**config.mk**
```make
export PLATFORM = sky130hd
export DESIGN_NAME = txretry_ctrl
export DESIGN_NICKNAME = d
export VERILOG_FILES = /design/src/rtl/txr_pkg.sv /design/src/rtl/txr_window.sv /design/src/rtl/txr_irq.sv /design/src/rtl/txretry_ctrl.sv
export SDC_FILE = /design/constraint.sdc
export NUM_CORES = 1
export LEC_CHECK = 0
export BUFFER_PORTS_ARGS = -buffer_cell sky130_fd_sc_hd__buf_4
export CAP_MARGIN = 20
export CORE_MARGIN = 2
export CORE_UTILIZATION = 30
export DETAILED_ROUTE_END_ITERATION = 10
export SLEW_MARGIN = 20
export SYNTH_ARGS = -nofsm -noshare
export SYNTH_HDL_FRONTEND = slang
export SYNTH_SLANG_ARGS = --single-unit
```
**constraint.sdc**
```tcl
create_clock -name clk -period 1.7 [get_ports clk]
set_clock_uncertainty 0.05 [all_clocks]
set_input_delay 0.085 -clock clk [delete_from_list [all_inputs] [get_ports clk]]
set_output_delay 0.085 -clock clk [all_outputs]
set_load 0.05 [all_outputs]
```
**src/rtl/txr_pkg.sv**
```systemverilog
package txr_pkg;
    typedef enum logic [1:0] {
        ST_IDLE = 2'd0,
        ST_SEND = 2'd1,
        ST_WAIT = 2'd2
    } txr_state_e;

    localparam int IST_W       = 8;
    localparam int IST_OK_BIT  = 2;
    localparam int IST_ERR_BIT = 4;
endpackage

```
**src/rtl/txr_window.sv**
```systemverilog
module txr_window #(
    parameter int WINDOW_BYTES = 64
) (
    input  logic clk,
    input  logic rst_n,
    input  logic restart_i,
    input  logic byte_i,
    output logic in_win_o
);
    localparam int CW = $clog2(WINDOW_BYTES + 1);
    localparam logic [CW-1:0] LIMIT = CW'(WINDOW_BYTES);

    logic [CW-1:0] cnt_d, cnt_q;

    always_comb begin
        cnt_d = cnt_q;
        if (restart_i)
            cnt_d = '0;
        else if (byte_i && cnt_q != LIMIT)
            cnt_d = cnt_q + CW'(1);
    end

    always_ff @(posedge clk or negedge rst_n) begin
        if (!rst_n) cnt_q <= '0;
        else        cnt_q <= cnt_d;
    end

    assign in_win_o = (cnt_q < LIMIT);
endmodule

```
**src/rtl/txr_irq.sv**
```systemverilog
module txr_irq
    import txr_pkg::*;
(
    input  logic             clk,
    input  logic             rst_n,
    input  logic             ok_i,
    input  logic             err_i,
    input  logic [IST_W-1:0] clr_i,
    input  logic [IST_W-1:0] mask_i,
    output logic [IST_W-1:0] istat_o,
    output logic             irq_o
);
    typedef struct packed {
        logic [IST_W-1:0] ist;
        logic             irq;
    } irq_regs_t;

    irq_regs_t r_d, r_q;

    always_comb begin
        r_d     = r_q;
        r_d.irq = |(r_q.ist & mask_i);
        r_d.ist = r_q.ist & ~clr_i;
        if (ok_i)  r_d.ist[IST_OK_BIT]  = 1'b1;
        if (err_i) r_d.ist[IST_ERR_BIT] = 1'b1;
    end

    always_ff @(posedge clk or negedge rst_n) begin
        if (!rst_n) r_q <= '0;
        else        r_q <= r_d;
    end

    assign istat_o = r_q.ist;
    assign irq_o   = r_q.irq;
endmodule

```
**src/rtl/txretry_ctrl.sv**
```systemverilog
module txretry_ctrl
    import txr_pkg::*;
#(
    parameter int PTR_W        = 8,
    parameter int WINDOW_BYTES = 64,
    parameter int CC_W         = 4
) (
    input  logic              clk,
    input  logic              rst_n,
    input  logic              cmd_wr_i,
    input  logic [1:0]        cmd_wdata_i,
    input  logic [PTR_W-1:0]  base_ptr_i,
    input  logic              byte_sent_i,
    input  logic              frame_end_i,
    input  logic              col_i,
    input  logic              underrun_i,
    input  logic              crs_lost_i,
    input  logic              backoff_done_i,
    input  logic [7:0]        istat_clr_i,
    input  logic [7:0]        imask_i,
    output logic [1:0]        cmd_o,
    output logic              tx_active_o,
    output logic              backoff_req_o,
    output logic [PTR_W-1:0]  rd_ptr_o,
    output logic [CC_W+3:0]   stat_o,
    output logic [7:0]        istat_o,
    output logic              irq_o
);
    localparam logic [CC_W-1:0] CC_MAX = '1;

    typedef struct packed {
        txr_state_e       state;
        logic [1:0]       cmd;
        logic [PTR_W-1:0] base;
        logic [PTR_W-1:0] ptr;
        logic [CC_W-1:0]  cc;
        logic             ufl;
        logic             owc;
        logic             crs;
        logic             exc;
    } ctl_regs_t;

    ctl_regs_t r_d, r_q;
    logic win_restart, win_byte, in_win;
    logic finish, ev_ok, ev_err, err_d;

    txr_window #(.WINDOW_BYTES(WINDOW_BYTES)) u_win (
        .clk       (clk),
        .rst_n     (rst_n),
        .restart_i (win_restart),
        .byte_i    (win_byte),
        .in_win_o  (in_win)
    );

    always_comb begin
        r_d         = r_q;
        win_restart = 1'b0;
        win_byte    = 1'b0;
        finish      = 1'b0;
        unique case (r_q.state)
            ST_IDLE: begin
                if (cmd_wr_i && cmd_wdata_i != 2'b00) begin
                    r_d.state   = ST_SEND;
                    r_d.cmd     = cmd_wdata_i;
                    r_d.base    = base_ptr_i;
                    r_d.ptr     = base_ptr_i;
                    r_d.cc      = '0;
                    r_d.ufl     = 1'b0;
                    r_d.owc     = 1'b0;
                    r_d.crs     = 1'b0;
                    r_d.exc     = 1'b0;
                    win_restart = 1'b1;
                end
            end
            ST_SEND: begin
                if (crs_lost_i) r_d.crs = 1'b1;
                if (underrun_i) begin
                    r_d.ufl = 1'b1;
                    finish  = 1'b1;
                end else if (col_i) begin
                    if (!in_win) begin
                        r_d.owc = 1'b1;
                        if (r_q.cc != CC_MAX) r_d.cc = r_q.cc + CC_W'(1);
                        finish = 1'b1;
                    end else if (r_q.cc == CC_MAX) begin
                        r_d.exc = 1'b1;
                        finish  = 1'b1;
                    end else begin
                        r_d.cc      = r_q.cc + CC_W'(1);
                        r_d.ptr     = r_q.base;
                        r_d.state   = ST_WAIT;
                        win_restart = 1'b1;
                    end
                end else if (frame_end_i) begin
                    finish = 1'b1;
                end else if (byte_sent_i) begin
                    r_d.ptr  = r_q.ptr + PTR_W'(1);
                    win_byte = 1'b1;
                end
            end
            ST_WAIT: begin
                if (backoff_done_i) r_d.state = ST_SEND;
            end
            default: r_d.state = ST_IDLE;
        endcase
        err_d = r_d.ufl | r_d.owc | r_d.crs | r_d.exc;
        if (finish) begin
            r_d.state = ST_IDLE;
            r_d.cmd   = 2'b00;
        end
        ev_err = finish & err_d;
        ev_ok  = finish & ~err_d;
    end

    always_ff @(posedge clk or negedge rst_n) begin
        if (!rst_n) begin
            r_q       <= '0;
            r_q.state <= ST_IDLE;
        end else begin
            r_q <= r_d;
        end
    end

    txr_irq u_irq (
        .clk     (clk),
        .rst_n   (rst_n),
        .ok_i    (ev_ok),
        .err_i   (ev_err),
        .clr_i   (istat_clr_i),
        .mask_i  (imask_i),
        .istat_o (istat_o),
        .irq_o   (irq_o)
    );

    assign cmd_o         = r_q.cmd;
    assign tx_active_o   = (r_q.state == ST_SEND);
    assign backoff_req_o = (r_q.state == ST_WAIT);
    assign rd_ptr_o      = r_q.ptr;
    assign stat_o        = {(r_q.ufl | r_q.owc | r_q.crs | r_q.exc),
                            r_q.crs, r_q.owc, r_q.ufl, r_q.cc};
endmodule

```
# ---- Word-level counts from Yosys, hierarchy flattened
# Cells that the tools add are included.
dict set report totals {
  output_inout_bits 29
  input_bits 35
  regBits 44
  elab_cells 111
}
dict set report classes {
  addsub 3
  muxes 49
  n_lt_le_gt_ge 1
  n_reduce_logical 14
  eq_ne 20
  bitwise_logic 12
}
# operator count
set op_table {}
lappend op_table {{8-bit 2-to-1 mux} 4}
lappend op_table {{16-bit one-hot mux with 2 select lines} 1}
lappend op_table {{28-bit 2-to-1 mux} 1}
lappend op_table {{1-bit 2-to-1 mux} 27}
lappend op_table {{12-bit 2-to-1 mux} 2}
lappend op_table {{3-bit != test, second input constant} 6}
lappend op_table {{8-bit bitwise AND} 2}
lappend op_table {{4-bit 2-to-1 mux} 4}
lappend op_table {{7-bit 2-to-1 mux} 2}
lappend op_table {{3-bit by 2-bit != test with 1-bit output, second input constant} 4}
lappend op_table {{6-bit AND reduction} 2}
lappend op_table {{10-bit 2-to-1 mux} 1}
lappend op_table {{2-bit 2-to-1 mux} 5}
lappend op_table {{2-bit nonzero test} 5}
lappend op_table {{8-bit by 1-bit adder with 8-bit output, second input constant} 1}
lappend op_table {{8-bit inverter} 1}
lappend op_table {{8-bit OR reduction} 1}
lappend op_table {{7-bit by 1-bit adder with 7-bit output, second input constant} 1}
lappend op_table {{7-bit less-than comparator, second input constant} 1}
lappend op_table {{7-bit != test, second input constant} 1}
lappend op_table {{7-bit AND reduction} 1}
lappend op_table {{2-bit != test, second input constant} 3}
lappend op_table {{3-bit by 1-bit != test with 1-bit output, second input constant} 2}
lappend op_table {{1-bit bitwise OR} 6}
lappend op_table {{other kinds (12)} 15}

# ---- Logic depth before layout (Yosys ltp)
# Gate-level depths: netlist (run 1).
dict set report depth {
  depth_word 12
  ltp_mapped 7
  mapped_depth_nobuf 5
}

# ---- Modules after synthesis
# From an unflattened synthesis (run 1), not the netlist that was laid out.
dict set report unflattened {
  cells_unflattened 264
  area_unflattened_um2 2507.4
}
# module n_inst area_each_um2 cells_each seq_area_each_um2
set by_module_without_submodules {}
lappend by_module_without_submodules {txretry_ctrl 1 1794.2 198 700.7}
lappend by_module_without_submodules {txr_window 1 390.4 42 175.2}
lappend by_module_without_submodules {txr_irq 1 322.8 24 225.2}

# ---- Worst setup path before layout (run 1)
# No wires, ideal clock.
dict set report synth_timing {
  path_type {register to register}
  from {reg r_q (netlist bit stat_o[6])}
  to {reg u_irq.r_q (netlist bit u_irq.istat_o[2])}
  setup_slack_ns -0.115
  arrival_time_ns 1.654
  period_less_slack_ns 1.815
  n_path_buf 0
  stages_incl_launch_ff 5
  path_cell_list {dfrtp_1 > or4_1 > a21oi_1 > o21bai_1 > o41ai_1}
}
# element line
set synth_rtl {}
lappend synth_rtl {{start, declared} txretry_ctrl.sv:43} ;# ctl_regs_t r_d, r_q;
lappend synth_rtl {{start signal, assigned} txretry_ctrl.sv:120} ;# r_q <= r_d;
lappend synth_rtl {{end signal, assigned} txr_irq.sv:30} ;# else r_q <= r_d;
lappend synth_rtl {{end, declared} txr_irq.sv:18} ;# irq_regs_t r_d, r_q;

# ---- Worst setup path in the final report (run 1)
dict set report layout_timing {
  from {reg r_q (netlist bit stat_o[0])}
  to {reg r_q (netlist bit rd_ptr_o[0])}
}
dict set report layout_between {
  elab_chain_cells 3
}
# element line
set layout_rtl {}
lappend layout_rtl {{4-bit == test} txretry_ctrl.sv:85} ;# end else if (r_q.cc == CC_MAX) begin
lappend layout_rtl {{3-bit != test (no source line)} --}
lappend layout_rtl {{7-bit AND reduction (no source line)} --}
# No other way between the ends.
# A chain may end at the register's enable or synchronous reset.

==> results.sh, run 1 <==
export IMPL_synthCells=251
export IMPL_maxCapViolCount=0
export IMPL_fmax_mhz=599.1
export IMPL_gp_congestion=0.8252
export IMPL_hold_path_class="primary input to flip-flop"
export IMPL_worstPathRequired_ns=1.83
export IMPL_root_buffer="clkbuf_8"
export IMPL_pre_cts_ws_ns=0.01288
export IMPL_ys_top_cells_by_count="45 x nand2_1, 44 x dfrtp_1, 19 x o21ai_0"
export IMPL_numCtsBuffers=5
export IMPL_async_reset_ff_share_pct=100.0
export IMPL_core_area_mm2=0.007727
export IMPL_violations="hold timing"
export IMPL_synth_simple_area_share_pct=23.20
export IMPL_drc=0
export IMPL_via_per_inst=4.801
export IMPL_initial_core_util_pct=30.99
export IMPL_synth_seq_cells=44
export IMPL_critPathKind="flip-flop to flip-flop"
export IMPL_postLayoutCellArea_mm2=0.003483
export IMPL_setup_slack_ns=0.03081
export IMPL_drt_pass1_iter_count=4
export IMPL_p_total_mw=3.729
export IMPL_die_w_um=93.35
export IMPL_synth_compound_area_share_pct=16.61
export IMPL_whs_ns=-0.001416
export IMPL_max_stage_delay_ns=0.39
export IMPL_finalCritPeriodShare_pct=98.19
export IMPL_dp_cells=419
export IMPL_worstPathMaxFanout=4
export IMPL_insertion_delay_ns=0.30
export IMPL_crit_path_cell_trace="ha_2 -> and3_4 -> o32ai_4 -> nor2_4 -> mux2_4"
export IMPL_rows=32
export IMPL_seq_area_frac_synth_pct=45.98
export IMPL_grt_pass1_vias=2236
export IMPL_syn_area_per_cell_um2=9.541
export IMPL_muxShareOfSynthArea_pct=2.299
export IMPL_clk_pin_slew_ns=0.08
export IMPL_synth_most_common_cell="nand2_1"
export IMPL_die_area_mm2=0.008713
export IMPL_drive_gt1_share_pct=36.57
export IMPL_synthFlopType="dfrtp_1"
export IMPL_grtUsageTotal_pct=14.82
export IMPL_power_leakage_nw=1.627
export IMPL_arrival_ns=1.80
export IMPL_area_delta_synth_final_pct=45.45
export IMPL_ys_top_cells_by_area="dfrtp_1 46%, nand2_1 7.1%, buf_4 5.6%, o21ai_0 4.0%, a21oi_1 2.3%"
export IMPL_period_minus_slack_ns=1.669
export IMPL_post_drt_wl_per_cell_um=13.56
export IMPL_synthAdderAreaFrac_pct=2.090
export IMPL_ios=64
export IMPL_cp_start_kind="flip-flop"
export IMPL_synth_top_area_share_pct=45.98
export IMPL_synth_nets=290
export IMPL_num_antenna_cells=0
export IMPL_yosysUniqueCellTypes=48
export IMPL_ir_drop_mv=0.7439
export IMPL_tightest_slew_ns=0.5629
export IMPL_synth_edf_count=0
export IMPL_tritoncts="yes"
export IMPL_antenna_found_initial=0
export IMPL_clkSinkCount=44
export IMPL_layout_cells_non_filler=452
export IMPL_yosys_area_top_type="dfrtp_1"
export IMPL_hold_violations=1
export IMPL_drv_slew=0
export IMPL_synth_top_family_by_area="simple AND/OR/NAND/NOR gates"
export IMPL_synthesis_area_mm2=0.002395
export IMPL_cts_htree_levels=2
export IMPL_ant_nets=0
export IMPL_grt_overflow_total=0
export IMPL_grt_pass1_wl_um=10230
export IMPL_r2r_slack_ns=0.03
export IMPL_clock_path_buffers=2
export IMPL_port_buffers=63
export IMPL_rsz0062_at_grt="true"
export IMPL_setup_viol_count_final=0
export IMPL_drt_iter0_drc=90
export IMPL_cp_startpoint="stat_o[0]$_DFFE_PN0P_"
export IMPL_endpoint_kind="flip-flop"
export IMPL_rr_worst_depth=5
export IMPL_yosys_warnings=0
export IMPL_synthXorXnorAreaFrac_pct=1.829
export IMPL_outcome="finished with violations"
export IMPL_placed_area_mm2=0.003053
export IMPL_r2r_start="stat_o[0]$_DFFE_PN0P_"
export IMPL_grt_start_max_net_pins=45
export IMPL_die_h_um=93.35
export IMPL_crit_path_top_delay_cell="dfrtp_1"
export IMPL_vias=2170
export IMPL_p_per_area_mw_per_mm2=1070
export IMPL_cp_endpoint="rd_ptr_o[0]$_DFFE_PN0P_"
export IMPL_dpl_hpwl_um=4432
export IMPL_slew_headroom_pct=62.47
export IMPL_layout_nets=388
export IMPL_finalWirelength_um=6128
export IMPL_r2r_end="rd_ptr_o[0]$_DFFE_PN0P_"
where the power goes:
part,switching [mW],internal (mW)
registers,0.149,1.22
clock network,0.362,0.437
logic,0.931,0.629
final cells by class:
class                   instances  area (um2)
clock inverters                 2       35.03
flip-flops and latches         44        1102
fillers                       751        4244
inverters                       6       25.02
well taps                     102       127.6
repair buffers                116       949.7
clock buffers                   6       72.57
multi-input cells             176        1171
layer usage:
metal | wire length, um | GRT usage [%] | vias to the layer above
li1 | - | - | 1070
met1 | 2837 | 18.98 | 1038
met2 | 2915 | 25.18 | 56
met3 | 301 | 2.579 | 6
met4 | 73 | 5.147 | 0
met5 | 0 | 0 | -
worst min-delay path by stage:
stage	startpoint	end	slack, ns	cells past startpoint
floorplan	rst_n	cmd_o[0]$_DFFE_PN0P_	-0.26	0
global placement	rst_n	u_win.cnt_q[4]$_DFFE_PN0P_	0.08	1
detailed placement	rst_n	u_win.cnt_q[4]$_DFFE_PN0P_	0.07	1
CTS	imask_i[4]	u_irq.irq_o$_DFF_PN0_	0.002	3
global route	imask_i[4]	u_irq.irq_o$_DFF_PN0_	0.02	3
finish	imask_i[4]	u_irq.irq_o$_DFF_PN0_	-0.001	3
state kept, by name, summed over array words and instances (netlist names):
register	count
cmd_o	2
u_irq.irq_o	1
u_irq.istat_o	8
stat_o	7
u_win.cnt_q	7
r_q	11
rd_ptr_o	8
cell families (layout without fill, tap and decap cells):
| logic type | count (synthesis) | in the layout |
|---|---|---|
| AO/OA/AOI/OAI | 58 | 58 |
| AND/OR/NAND/NOR | 105 | 105 |
| XOR/XNOR | 5 | 5 |
| buffers and inverters | 31 | 130 |
| flip-flops | 44 | 44 |
| multiplexers | 4 | 4 |
| adder cells (fa/ha/maj) | 4 | 4 |
placed cells by master (no fill, tap or decap), drive strengths merged, types with 2 or more instances in the layout:
master	synthesis	layout
a211oi	2	2
a21oi	11	11
a22o	3	3
a22oi	7	7
and3	4	4
buf	25	91
clkbuf	0	6
dfrtp	44	44
dlygate4sd3	0	25
ha	4	4
inv	6	6
mux2	3	3
nand2	45	45
nand2b	3	3
nand3	7	7
nand4	4	4
nor2	13	13
nor2b	6	6
nor3	4	4
nor4	4	4
o21ai	19	19
o2bb2ai	6	6
o31ai	2	2
o32ai	2	2
o41ai	2	2
or2	2	2
or3	3	3
or3b	2	2
xnor2	3	3
xor2	2	2
repair_timing:
item / CTS / global route
hold endpoints to repair: 64 / 0
setup buffers: 0 / 0
pin swaps: 1 / 1
setup endpoints to repair: 3 / 16
gates resized for setup: 5 / 18
hold buffers: 25 / 0
stage by stage:
step | util, % | TNS (ns) | hold WS, ns
after global placement | 39.51 | 0 | 0.07916
after global routing | 45.08 | -0.1436 | 0.02115
after detailed placement | 39.51 | 0 | 0.07436
after floorplan | - | -0.04325 | -0.2606
after CTS | 44.32 | 0 | 0.001521
final | 45.08 | 0 | -0.001416
critical path, delay by kind of cell (launching register included):
kind	cells	cell delay [ns]
and+or+nand+nor	2	0.29
DFF	1	0.39
AOI/OAI and AO/OA	1	0.34
adders and majority gates	1	0.19
muxes	1	0.30
Note: power is estimated with default switching activity, not from simulation.
==> inputs of run 2 (changes only) <==
--- a/config.mk
+++ b/config.mk
@@ -9,6 +9,7 @@
 export CAP_MARGIN = 20
 export CORE_MARGIN = 2
 export CORE_UTILIZATION = 30
+export CTS_BUF_LIST = sky130_fd_sc_hd__clkbuf_8
 export DETAILED_ROUTE_END_ITERATION = 10
 export SLEW_MARGIN = 20
 export SYNTH_ARGS = -nofsm -noshare
==> results.sh, run 2 (same netlist as run 1, synthesis figures left out) <==
export IMPL_outcome="finished with violations"
export IMPL_violations="hold timing"
export IMPL_postLayoutCellArea_mm2=0.003490
export IMPL_p_clk_share_pct=21.3
export IMPL_period_minus_slack_ns=1.670
export IMPL_drc=0
export IMPL_antenna_found_initial=0
export IMPL_drt_iter0_drc=95
export IMPL_grtUsageTotal_pct=14.82
export IMPL_layout_commonest_cell="buf_4"
export IMPL_dpl_hpwl_um=4432
export IMPL_swShare_pct=38.79
export IMPL_placed_area_mm2=0.003053
export IMPL_setup_viol_count_final=0
export IMPL_grt_pass1_vias=2236
export IMPL_max_stage_delay_ns=0.39
export IMPL_p_switching_mw=1.447
export IMPL_clk_pin_slew_ns=0.08
export IMPL_maxCapViolCount=0
export IMPL_drive_gt1_share_pct=36.86
export IMPL_rows=32
export IMPL_worstPathMaxFanout=4
export IMPL_setup_slack_ns=0.03000
export IMPL_hold_path_class="primary input to flip-flop"
export IMPL_numCtsBuffers=5
export IMPL_p_comb_share_pct=42.0
export IMPL_largest_register_ffs=11
export IMPL_finalCritPeriodShare_pct=98.24
export IMPL_via_per_inst=4.838
export IMPL_area_delta_synth_final_pct=45.72
export IMPL_grt_start_max_net_pins=45
export IMPL_layout_common_cells="89 x buf_4, 45 x nand2_1, 43 x dfrtp_1"
export IMPL_clkSinkCount=44
export IMPL_grt_pass1_wl_um=10230
export IMPL_insertion_delay_ns=0.30
export IMPL_crit_path_cell_trace="ha_2 -> and3_4 -> o32ai_4 -> nor2_4 -> mux2_4"
export IMPL_p_total_mw=3.730
export IMPL_post_drt_wl_per_cell_um=13.60
export IMPL_power_leakage_nw=1.632
export IMPL_initial_core_util_pct=30.99
export IMPL_die_h_um=93.35
export IMPL_ir_drop_mv=0.7442
export IMPL_fmax_mhz=598.8
export IMPL_gp_congestion=0.8252
export IMPL_layout_cells_non_filler=452
export IMPL_critPathKind="flip-flop to flip-flop"
export IMPL_core_area_mm2=0.007727
export IMPL_vias=2187
export IMPL_clock_path_buffers=2
export IMPL_grt_overflow_total=0
export IMPL_drv_slew=0
export IMPL_regMostFlops="r_q"
export IMPL_seqPwrFrac_pct=36.7
export IMPL_layout_nets=388
export IMPL_hold_violations=1
export IMPL_post_cts_buffers=0
export IMPL_root_buffer="clkbuf_8"
export IMPL_crit_path_top_delay_cell="dfrtp_1"
export IMPL_dp_cells=419
export IMPL_die_w_um=93.35
export IMPL_worstPathRequired_ns=1.83
export IMPL_finalWirelength_um=6149
export IMPL_rsz0062_at_grt="true"
export IMPL_tritoncts="yes"
export IMPL_arrival_ns=1.80
export IMPL_drt_pass1_iter_count=4
export IMPL_whs_ns=-0.002313
export IMPL_port_buffers=63
export IMPL_cts_htree_levels=2
export IMPL_die_area_mm2=0.008713
export IMPL_slew_headroom_pct=62.31
export IMPL_tightest_slew_ns=0.5653
export IMPL_pre_cts_ws_ns=0.01288
export IMPL_intPower_mw=2.283
export IMPL_r2r_slack_ns=0.03
export IMPL_endpoint_kind="flip-flop"
export IMPL_num_antenna_cells=0
export IMPL_ios=64
export IMPL_cp_start_kind="flip-flop"
export IMPL_ant_nets=0
export IMPL_p_per_area_mw_per_mm2=1069
-- run 2: changes by cell type in the layout (fill, tap and decap cells not counted) --
cell       delta
clkbuf_1      -1
inv_1         +1
o2bb2ai_1     -1
o2bb2ai_2     +1
-- run 2: power by group through the flow --
| stage | logic, mW | clock network, mW | registers (mW) |
|---|---|---|---|
| floorplan | 1.02 | 0 | 1.42 |
| global placement | 1.48 | 0 | 1.38 |
| detailed placement | 1.49 | 0 | 1.39 |
| CTS | 1.54 | 0.819 | 1.37 |
| global route | 1.68 | 0.858 | 1.40 |
| finish | 1.57 | 0.794 | 1.37 |
-- run 2: stage by stage --
step / utilization [%] / setup TNS, ns
CTS: 44.32 / 0
global placement: 39.51 / 0
global route: 45.16 / -0.1589
floorplan: - / -0.04325
finish: 45.16 / 0
detailed placement: 39.51 / 0
-- run 2: layer usage --
layer  track usage (%)  share of wire, %  vias up
met5                 0                 0        -
met1             18.98                47     1056
met2             25.18                47       55
met4             5.147               1.2        0
li1                  -                 -     1069
met3             2.579               4.3        7
-- run 2: timing repair --
action / in CTS / in global routing
pin swaps: 1 / 1
hold buffers: 25 / 0
setup endpoints to repair: 3 / 16
endpoints found under the hold margin: 64 / 0
gates resized for setup: 5 / 19
-- run 2: final timing paths --
check	start	to	cells past startpoint
worst max-delay path	stat_o[0]$_DFFE_PN0P_	rd_ptr_o[0]$_DFFE_PN0P_	5
worst min-delay path	imask_i[4]	u_irq.irq_o$_DFF_PN0_	3
worst max register to register	stat_o[0]$_DFFE_PN0P_	rd_ptr_o[0]$_DFFE_PN0P_	5
worst min register to register	r_q[21]$_DFFE_PN0P_	r_q[21]$_DFFE_PN0P_	2
max in group asynchronous	rst_n	r_q[26]$_DFFE_PN0P_	2
min in group asynchronous	rst_n	u_win.cnt_q[1]$_DFFE_PN0P_	2
-- run 2: final cells by class --
| cell class | count | area [um2] |
|---|---|---|
| Multi-Input combinational cell | 176 | 1177 |
| Fill cell | 750 | 4238 |
| Sequential cell | 44 | 1102 |
| Tap cell | 102 | 127.6 |
| Timing Repair Buffer | 116 | 949.7 |
| Clock inverter | 3 | 38.79 |
| Inverter | 6 | 25.02 |
| Clock buffer | 5 | 68.82 |
-- run 2: worst max-delay path, delay by kind of cell, from the launching register on --
kind	cells	cell delay, ns
multiplexers	1	0.30
flip-flops	1	0.39
adder cells (fa/ha/maj)	1	0.19
AND/OR/NAND/NOR	2	0.29
AO/OA/AOI/OAI	1	0.34
